--- src/rtl/lsc_pkg.sv ---
package lsc_pkg;

    // Gate state: running passes agreed words, silent drives the safe word.
    typedef enum logic {
        ST_RUN    = 1'b0,
        ST_SILENT = 1'b1
    } lsc_state_e;

    // Per-cycle decision bundle produced from the comparator and skew tracker.
    typedef struct packed {
        logic fault;      // real disagreement or skew timeout
        logic agree;      // aligned pair with equal words
        logic test_fail;  // self-test cycle where comparator saw no difference
    } lsc_evt_t;

    // Counter width able to hold values 0 .. n-1.
    function automatic int unsigned cnt_bits(int unsigned n);
        return (n < 2) ? 1 : $clog2(n);
    endfunction

    // An agreeing pair may drive the output when running, or when clearing.
    function automatic logic may_pass(lsc_state_e st, logic clr);
        return (st == ST_RUN) || clr;
    endfunction

endpackage

--- src/rtl/lsc_cmp.sv ---
module lsc_cmp #(
    parameter int unsigned W = 32
) (
    input  logic [W-1:0] op_a,
    input  logic [W-1:0] op_b,
    output logic         differ
);
    always_comb begin
        differ = |(op_a ^ op_b);
    end
endmodule

--- src/rtl/lsc_skew.sv ---
module lsc_skew #(
    parameter int unsigned SKEW_MAX = 4
) (
    input  logic clk,
    input  logic rst,
    input  logic freeze,
    input  logic vld_a,
    input  logic vld_b,
    output logic timeout
);
    import lsc_pkg::*;

    localparam int unsigned CW = cnt_bits(SKEW_MAX + 1);
    localparam logic [CW-1:0] LIMIT = CW'(SKEW_MAX);

    logic [CW-1:0] lone_cnt;
    logic          lone;

    always_comb begin
        lone    = vld_a ^ vld_b;
        timeout = !freeze && lone && (lone_cnt == LIMIT);
    end

    always_ff @(posedge clk) begin
        if (rst) begin
            lone_cnt <= '0;
        end else if (!freeze) begin
            if (lone && (lone_cnt != LIMIT)) begin
                lone_cnt <= lone_cnt + 1'b1;
            end else begin
                lone_cnt <= '0;
            end
        end
    end
endmodule

--- src/rtl/lsc_selftest.sv ---
module lsc_selftest #(
    parameter int unsigned TEST_PERIOD = 1024
) (
    input  logic clk,
    input  logic rst,
    input  logic differ,
    output logic test_hit,
    output logic test_fail
);
    import lsc_pkg::*;

    localparam int unsigned TW = cnt_bits(TEST_PERIOD);
    localparam logic [TW-1:0] LAST = TW'(TEST_PERIOD - 1);

    logic [TW-1:0] tick;

    always_comb begin
        test_hit  = (tick == LAST);
        test_fail = test_hit && !differ;
    end

    always_ff @(posedge clk) begin
        if (rst || test_hit) begin
            tick <= '0;
        end else begin
            tick <= tick + 1'b1;
        end
    end
endmodule

--- src/rtl/lsc_gate.sv ---
module lsc_gate #(
    parameter int unsigned   W           = 32,
    parameter int unsigned   SKEW_MAX    = 4,
    parameter int unsigned   TEST_PERIOD = 1024,
    parameter logic [W-1:0]  SAFE_VAL    = '0
) (
    input  logic         clk,
    input  logic         rst,
    input  logic         wrk_vld,
    input  logic [W-1:0] wrk_word,
    input  logic         chk_vld,
    input  logic [W-1:0] chk_word,
    input  logic         maint_clr,
    output logic [W-1:0] safe_word,
    output logic         err_pulse,
    output logic         silent,
    output logic         cmp_fault
);
    import lsc_pkg::*;

    localparam logic [W-1:0] INJ_MASK = '1;

    lsc_state_e   state;
    logic [W-1:0] out_q;
    logic         err_q;
    logic         cmpf_q;

    logic         st_hit;
    logic         st_fail;
    logic         skew_to;
    logic         differ;
    logic         pair;
    logic [W-1:0] cmp_b;
    lsc_evt_t     evt;

    // During a self-test the second operand is the worker word corrupted.
    always_comb begin
        cmp_b = st_hit ? (wrk_word ^ INJ_MASK) : chk_word;
        pair  = wrk_vld && chk_vld && !st_hit;
    end

    lsc_cmp #(.W(W)) u_cmp (
        .op_a   (wrk_word),
        .op_b   (cmp_b),
        .differ (differ)
    );

    lsc_skew #(.SKEW_MAX(SKEW_MAX)) u_skew (
        .clk     (clk),
        .rst     (rst),
        .freeze  (st_hit),
        .vld_a   (wrk_vld),
        .vld_b   (chk_vld),
        .timeout (skew_to)
    );

    lsc_selftest #(.TEST_PERIOD(TEST_PERIOD)) u_test (
        .clk       (clk),
        .rst       (rst),
        .differ    (differ),
        .test_hit  (st_hit),
        .test_fail (st_fail)
    );

    always_comb begin
        evt.fault     = (pair && differ) || skew_to;
        evt.agree     = pair && !differ;
        evt.test_fail = st_fail;
    end

    always_ff @(posedge clk) begin
        if (rst) begin
            state  <= ST_RUN;
            out_q  <= SAFE_VAL;
            err_q  <= 1'b0;
            cmpf_q <= 1'b0;
        end else begin
            err_q <= evt.fault;
            if (evt.test_fail) begin
                state  <= ST_SILENT;
                cmpf_q <= 1'b1;
                out_q  <= SAFE_VAL;
            end else if (evt.fault) begin
                state <= ST_SILENT;
                out_q <= SAFE_VAL;
            end else if (evt.agree && may_pass(state, maint_clr)) begin
                state  <= ST_RUN;
                cmpf_q <= 1'b0;
                out_q  <= wrk_word;
            end
        end
    end

    always_comb begin
        safe_word = out_q;
        err_pulse = err_q;
        silent    = (state == ST_SILENT);
        cmp_fault = cmpf_q;
    end
endmodule

--- config.mk ---
export PLATFORM = sky130hd
export DESIGN_NAME = lsc_gate
export DESIGN_NICKNAME = d
export VERILOG_FILES = /design/src/rtl/lsc_pkg.sv /design/src/rtl/lsc_cmp.sv /design/src/rtl/lsc_skew.sv /design/src/rtl/lsc_selftest.sv /design/src/rtl/lsc_gate.sv
export SDC_FILE = /design/constraint.sdc
export NUM_CORES = 1
export LEC_CHECK = 0
export ABC_AREA = 1
export BUFFER_PORTS_ARGS = -buffer_cell sky130_fd_sc_hd__buf_2
export CAP_MARGIN = 20
export CORE_AREA = 4 4 79 81
export DETAILED_ROUTE_END_ITERATION = 10
export DIE_AREA = 0 0 83 85
export HOLD_SLACK_MARGIN = 0.08
export PLACE_DENSITY = 0.84
export SYNTH_ARGS = -nofsm -noshare
export SYNTH_HDL_FRONTEND = slang
export SYNTH_SLANG_ARGS = --single-unit
--- constraint.sdc ---
create_clock -name clk -period 5.1 [get_ports clk]
set_clock_uncertainty 0.2 [all_clocks]
set_input_delay 0.255 -clock clk [delete_from_list [all_inputs] [get_ports clk]]
set_output_delay 0.255 -clock clk [all_outputs]
set_load 0.03 [all_outputs]
* After elaboration in Yosys (flattened, before gate mapping)
Index checks and enable logic that the tools add are counted.
** Word-level totals
- Register bits :: 48
** Operators by class
- Add/subtract/negate cells :: 2
- Equal/unequal tests :: 4
- Mux-type cells :: 7
- Bitwise gates (word level) :: 4
- Reductions and logical operators :: 19
** Operator list (count)
- 32-bit 2-to-1 mux :: 1
- 32-bit inverter :: 1
- 32-bit OR reduction :: 1
- 32-bit XOR :: 1
- 10-bit by 1-bit adder with 10-bit output (second input constant) :: 1
- 10-bit equality test (second input constant) :: 1
- 1-bit logical AND :: 9
- 1-bit 2-to-1 mux :: 5
- 3-bit by 1-bit adder with 3-bit output (second input constant) :: 1
- 3-bit equality test (second input constant) :: 1
- 1-bit logical OR :: 3
- 3-bit 2-to-1 mux :: 1
- 3-bit != test (second input constant) :: 1
- 3-bit nonzero test :: 1
- 3-bit OR reduction :: 1
- 1-bit logical NOT :: 2
- 2-bit != test (second input constant) :: 1
- 2-bit AND reduction :: 1
- 2-bit nonzero test :: 1
- 1-bit inverter :: 1
- 1-bit XOR :: 1

* Longest topological paths before layout
Gate-level depths: netlist (run 1).
- Depth in word-level cells :: 10
- Depth in mapped cells :: 14
- Depth with buffers taken out :: 13

* By module
Synthesis (run 1) repeated with hierarchy kept, for this count alone.
** Second synthesis, totals
- Cell total of the unflattened synthesis :: 414
- Area total of the unflattened synthesis :: 2795.2 um^2
** By module, submodules not included
- lsc_gate :: times used 1, cells an instance 236, area each 1674.1 um^2, seq. area each 700.7 um^2
- lsc_selftest :: times used 1, cells an instance 59, area each 462.9 um^2, seq. area each 200.2 um^2
- lsc_cmp :: times used 1, cells an instance 87, area each 456.7 um^2, seq. area each 0.0 um^2
- lsc_skew :: times used 1, cells an instance 32, area each 201.4 um^2, seq. area each 60.1 um^2

* Worst setup path before layout (run 1)
No wires, ideal clock.
- Kind :: register to register
- Start :: register u_test.tick[0]
- End :: register out_q[10], in the netlist safe_word[10]
- Library setup time :: 113 ps
- Arrival time :: 1584 ps
- Required time :: 4787 ps
- Path slack :: 3203 ps
- Stages on the path, launching flop included :: 13
- Path buffers :: 1
- Clock period less this slack :: 1897 ps
- Path through :: dfxtp_1 > ha_1 > nand2_1 > nor2_1 > nand4_1 > nand2_1 > nor2_1 > nand3_4 > buf_6 > nand2_1 > nand2_1 > inv_1 > nor2_2
** Between the ends
- Longest elaborated chain between the ends :: 7
** RTL lines
- from (decl) :: line lsc_selftest.sv:15 : logic [TW-1:0] tick;
- from (signal assigned) :: line lsc_selftest.sv:26 : tick <= tick + 1'b1;
- 10-bit equality test (*) :: line lsc_selftest.sv:18 : test_hit = (tick == LAST);
- 32-bit 2-to-1 mux :: line lsc_gate.sv:38 : cmp_b = st_hit ? (wrk_word ^ INJ_MASK) : chk_word;
- 32-bit XOR :: line lsc_cmp.sv:9 : differ = |(op_a ^ op_b);
- 32-bit OR reduction :: line lsc_cmp.sv:9
- 1-bit logical NOT / 1-bit logical AND (equally long branches) :: line lsc_selftest.sv:19, lsc_gate.sv:67, lsc_gate.sv:66
- 1-bit logical AND, or another cell as far along :: line lsc_selftest.sv:19 : test_fail = test_hit && !differ;
- 3-bit OR reduction (no source line) / 1-bit logical AND (equally long branches)
- to (signal assigned) :: line lsc_gate.sv:89 : out_q <= wrk_word;
- to (decl) :: line lsc_gate.sv:24 : logic [W-1:0] out_q;
Every way passes the cells marked *; elsewhere a longest branch is shown, timed or not.
A chain may end at the register's enable or synchronous reset.

* Worst setup path in the final report (run 1)
- Start :: register u_test.tick[0]
- End :: register out_q[3], in the netlist safe_word[3]
The elaborated chain is that of the path after synthesis.

==> metrics.csv, run 1 <==
metric;value;unit
synth_top_area_cell;dfxtp_1;
gp_congestion;0.819;
clockBufferDepth;2;
drcViolationCount;0;
die-area;0.00706;mm2
finalCritPeriodShare;0.572;
slew_viol_final;0;
clk_pin_slew_worst_paths;0.08;ns
cts_sinks;48;
crit_path_start_kind;flop;
maxSlewHeadroom;0.486;
io_buffers;103;
required;5.12;ns
timing.rr.start;u_test.tick[0];
reg2reg_slack;2.18;ns
grt-ovfl-total;0;
ir_worst_vdd;150;uV
p_per_area;196;mW/mm2
grtUsageTotal;0.198;
grt_max_degree;35;
rsz0062_at_grt;no;
fmax;343;MHz
status;finished, final reports clean;
reg2reg_depth;11;
cts_tree;built;
start_util;0.531;
num_io_pins;104;
maxCapViolCount;0;
crit_fanout;32;
dieWidth;83;um
tns;0;ns
cts-root-buf;clkbuf_8;
synth-seq-area-share;0.331;
wl_met3;517;um
num_rows;27;
nets;625;
finalHoldViolations;0;
yosysTopAreaCellShare;0.331;
total_leakage_power;0.00187;uW
placed_area;0.00341;mm2
ys_types;25;
design_area;0.00349;mm2
drive_gt1_frac;0.289;
ant_nets;0;
top_layer;met4;
postCtsSetupRepairBufs;0;
finalSetupViolations;0;
htreeDepth;2;
grt_pass1_wl;11.9;mm
detail_route.vias_per_cell;4.72;
cts_made_buffers;5;
regToRegEndpoint;safe_word[3];
cp-startpoint;u_test.tick[0];
hp-class;input pin to flop;
diodes;0;
worstSetupPathType;flop to flop;
antenna_found_initial;0;
cp-endpoint;safe_word[3];
wl;7.02;mm
synthToLayoutAreaGrowth;20.2;%
drt-wirelength-per-cell;11.3;um
end_kind;flop;
crit_arrival;2.94;ns
yosysWarnings;0;
met1_length;3.13;mm
synth_cells;455;
vias;2938;
die_h;85;um
syn_area_per_cell;6.38;um2
ys_seq_elements;48;
first_pass_iters;4;
route.met2.wl;3.31;mm
fin_crit;2.92;ns
syn-num-nets;528;
synth_area_leaders;dfxtp_1, nand2_1, inv_1;
place_hpwl;5.46;mm
grt_pass1_vias;2794;
insertion_delay;0.29;ns
syn_area;0.00290;mm2
drtIter0Drc;153;
tightest_slew;0.770;ns
core;0.00547;mm2
==> metal layers <==
metal | vias to the layer above | track usage
met1 | 1267 | 0.241
met5 | - | 0
met2 | 98 | 0.348
li1 | 1565 | -
met4 | 0 | 0.0490
met3 | 8 | 0.0505
==> cell families after synthesis <==
logic type,synth area share
AND/OR/NAND/NOR,0.448
XOR/XNOR,0.0362
flip-flops,0.331
AO/OA/AOI/OAI,0.0138
buffers and inverters,0.154
adder cells (fa/ha/maj),0.0172
==> sequential cells by signal, indices dropped and copies added, names as in the netlist <==
signal           count
safe_word           32
silent               1
u_skew.lone_cnt      3
u_test.tick         10
cmp_fault            1
err_pulse            1
==> per-stage QoR <==
stage | hold WS (ns) | cells | utilization | worst slack (ns) | power [uW]
floorplan | 0.134 | 455 | - | 3.20 | 449
global placement | 0.231 | 616 | 0.623 | 2.30 | 490
detailed placement | 0.247 | 616 | 0.623 | 2.20 | 494
CTS | 0.107 | 622 | 0.638 | 2.18 | 695
global route | 0.129 | 622 | 0.638 | 1.86 | 719
finish | 0.119 | 622 | 0.638 | 2.18 | 685
==> final cells by class <==
cell class | count | area (um2)
repair buffers | 106 | 541
inverters | 88 | 330
clock buffers | 5 | 68.8
multi-input cells | 303 | 1500
fillers | 544 | 1980
well taps | 72 | 90.1
flip-flops and latches | 48 | 961
==> critical path, cell delays in order (launching register included) <==
cell and delay (ns):
dfxtp_1 0.33, ha_1 0.22, nand2_1 0.07, nor2_1 0.08, nand3_1 0.11, nor2_2 0.06, nor2_2 0.57, buf_4 0.36
nand2_2 0.08, nand2_2 0.12, nand3_4 0.41, nor2_2 0.24
==> worst min path at each step <==
| stage | start | end | slack (ns) | cells past startpoint |
|---|---|---|---|---|
| final | wrk_word[26] | safe_word[26] | 0.12 | 5 |
| after global routing | wrk_word[4] | safe_word[4] | 0.13 | 5 |
| after CTS | wrk_word[4] | safe_word[4] | 0.11 | 5 |
| after detailed placement | u_test.tick[0] | u_test.tick[0] | 0.25 | 1 |
| after global placement | u_test.tick[0] | u_test.tick[0] | 0.23 | 1 |
| after floorplan | rst | u_test.tick[8] | 0.13 | 1 |
==> layout by cell type, fill, tap and decap left out <==
cell and n:
nor2_4 1, nor3_1 2, nand2_1 146, buf_4 2, nand3_4 2, dfxtp_1 48, dlygate4sd3_1 1, o21ai_0 1
and3_1 1, nor3b_1 4, buf_2 103, nand2_2 2, o31ai_1 1, inv_1 78, xor2_1 4, inv_2 10
nand4_1 37, o211ai_1 1, clkbuf_8 5, a21oi_1 4, nor2_2 33, nor3_2 1, nand3_1 9, xnor2_1 8
ha_1 4, nor2_1 42
==> cell usage after synthesis (all sizes together) <==
cell	number
o211ai	1
ha	4
buf	15
xor2	4
nor3	3
inv	88
a21oi	4
o21ai	1
o31ai	1
clkbuf	1
nor2	76
nand4	37
dfxtp	48
nor3b	4
nand2	148
nand3	11
and3	1
xnor2	8
==> timing repair <==
| action | 4_1_cts | 5_1_grt |
|---|---|---|
| hold endpoints to repair | 2 | 0 |
| hold buffers | 1 | 0 |
| gates resized for setup | 0 | 0 |
==> report_power, final <==
part	switching [uW]	internal (uW)	leakage [uW]	total (uW)
clock	110	88.5	0.0000359	199
combinational	61.9	42.9	0.00144	105
sequential	2.98	379	0.000388	381
total	175	510	0.00187	685
Power figures use the tool's default switching activity.
==> run 2, diff against run 1 <==
--- a/config.mk
+++ b/config.mk
@@ -8,11 +8,11 @@
 export ABC_AREA = 1
 export BUFFER_PORTS_ARGS = -buffer_cell sky130_fd_sc_hd__buf_2
 export CAP_MARGIN = 20
-export CORE_AREA = 4 4 79 81
+export CORE_AREA = 4 4 82 84
 export DETAILED_ROUTE_END_ITERATION = 10
-export DIE_AREA = 0 0 83 85
+export DIE_AREA = 0 0 86 88
 export HOLD_SLACK_MARGIN = 0.08
-export PLACE_DENSITY = 0.84
+export PLACE_DENSITY = 0.78
 export SYNTH_ARGS = -nofsm -noshare
 export SYNTH_HDL_FRONTEND = slang
 export SYNTH_SLANG_ARGS = --single-unit
==> constraint.sdc (replaced) <==
create_clock -name clk -period 2.9 [get_ports clk]
set_clock_uncertainty 0.2 [all_clocks]
set_input_delay 0.145 -clock clk [delete_from_list [all_inputs] [get_ports clk]]
set_output_delay 0.145 -clock clk [all_outputs]
set_load 0.03 [all_outputs]
==> run 2 against run 1 <==
Hold slack lost 0.027 ns. Global-route usage rose by 0.92 points. Sequential share of layout area down 2.4 points. Final cell count grew 5.9%. Total power up 82%. Via count up 5.3%. Combinational power rose by 110%. Cell area is 9.7% higher. Sequential power increased by 76%. Wire length grew 7.8%. Utilization grew 0.90 points. Critical endpoint is now safe_word[7]. Largest cell class unchanged. Highest routed layer unchanged.
==> metrics.csv, run 2 (synthesized netlist as in run 1, its figures left out) <==
metric;value;unit
status;finished, final reports clean;
place_hpwl;5.47;mm
power.switching;320;uW
hp-class;input pin to flop;
num_rows;28;
hold_buffers;33;
rsz0062_at_grt;no;
clockBufferDepth;2;
reg2reg_depth;12;
ir_worst_vdd;315;uV
final_cells;659;
p_per_area;325;mW/mm2
grt_pass1_vias;2994;
dpl.cell_count;621;
diodes;0;
wl;7.56;mm
grt_max_degree;34;
final_common_cell;nand2_1;
hold_path_depth;6;
dieWidth;86;um
core;0.00592;mm2
drtIter0Drc;94;
tightest_slew;0.568;ns
p_int;925;uW
cts-root-buf;clkbuf_8;
grt_pass1_wl;12.8;mm
die_h;88;um
pwr-share-comb;0.177;
crit_fanout;33;
worstSetupPathType;input pin to flop;
die-area;0.00757;mm2
fmax;392;MHz
synthToLayoutAreaGrowth;31.8;%
insertion_delay;0.29;ns
cts_sinks;48;
start_util;0.490;
largest_reg_flops;32;
clk_pin_slew_worst_paths;0.08;ns
vias;3093;
postCtsSetupRepairBufs;0;
nets;659;
gp_congestion;0.820;
maxSlewHeadroom;0.621;
sw_frac_of_total;0.257;
finalSetupViolations;0;
p_clk_frac;0.285;
maxCapViolCount;0;
detail_route.vias_per_cell;4.69;
fin_crit;2.55;ns
required;2.87;ns
num_io_pins;104;
grt-ovfl-total;0;
drcViolationCount;0;
antenna_found_initial;0;
finalHoldViolations;0;
crit_path_start_kind;input pin;
cts_tree;built;
grtUsageTotal;0.207;
cts_made_buffers;5;
finalCritPeriodShare;0.880;
p_seq_frac;0.539;
ant_nets;0;
first_pass_iters;4;
total_leakage_power;0.00201;uW
tns;0;ns
drive_gt1_frac;0.276;
htreeDepth;2;
drt-wirelength-per-cell;11.5;um
slew_viol_final;0;
end_kind;flop;
final_cell_mix;nand2_1, buf_2, inv_1;
cts_resized;0;
crit_arrival;2.52;ns
io_buffers;103;
==> run 2: critical path, cell delays in order <==
cell and delay (ns):
dlygate4sd3_1 0.54, buf_2 0.13, xnor2_1 0.22, nand2_1 0.09, nor2_1 0.13, nand2_1 0.08
nor2_2 0.23, buf_4 0.29, nand3_4 0.35, nand2_1 0.16, nand2_1 0.07, inv_2 0.05
nor2_2 0.03
==> run 2: area by class of cell <==
type / instances / area, um2
multi-input cells: 303 / 1500
fillers: 548 / 2090
flip-flops and latches: 48 / 961
well taps: 75 / 93.8
repair buffers: 140 / 876
inverters: 88 / 330
clock buffers: 5 / 68.8
==> run 2: through the flow <==
stage,total power [uW],area (um2),utilization,hold WS (ns),setup WS (ns)
CTS,1260,3830,0.647,0.0946,0.361
finish,1250,3830,0.647,0.0919,0.349
detailed placement,871,3430,0.579,0.173,0.516
floorplan,789,2900,-,0.0243,1.00
global route,1320,3830,0.647,0.139,0.120
global placement,865,3430,0.579,0.164,0.591
==> run 2: final timing paths <==
path | to | slack, ns | from
worst max-delay path | safe_word[7] | 0.35 | wrk_word[28]
worst max register to register | safe_word[7] | 0.53 | u_test.tick[0]
worst min-delay path | cmp_fault | 0.09 | maint_clr
worst min register to register | u_test.tick[0] | 0.26 | u_test.tick[0]
==> run 2: metal layers <==
metal,wire (um),track usage,up-vias
met1,3190,0.241,1363
li1,-,-,1638
met4,86,0.0518,0
met2,3860,0.388,83
met5,0,0,-
met3,420,0.0405,9
==> run 2: power groups by stage <==
stage | Combinational (uW) | Sequential (uW) | Clock, uW
floorplan | 100 | 689 | 0
global placement | 179 | 686 | 0
detailed placement | 185 | 686 | 0
CTS | 219 | 670 | 368
global route | 248 | 672 | 401
finish | 220 | 671 | 354
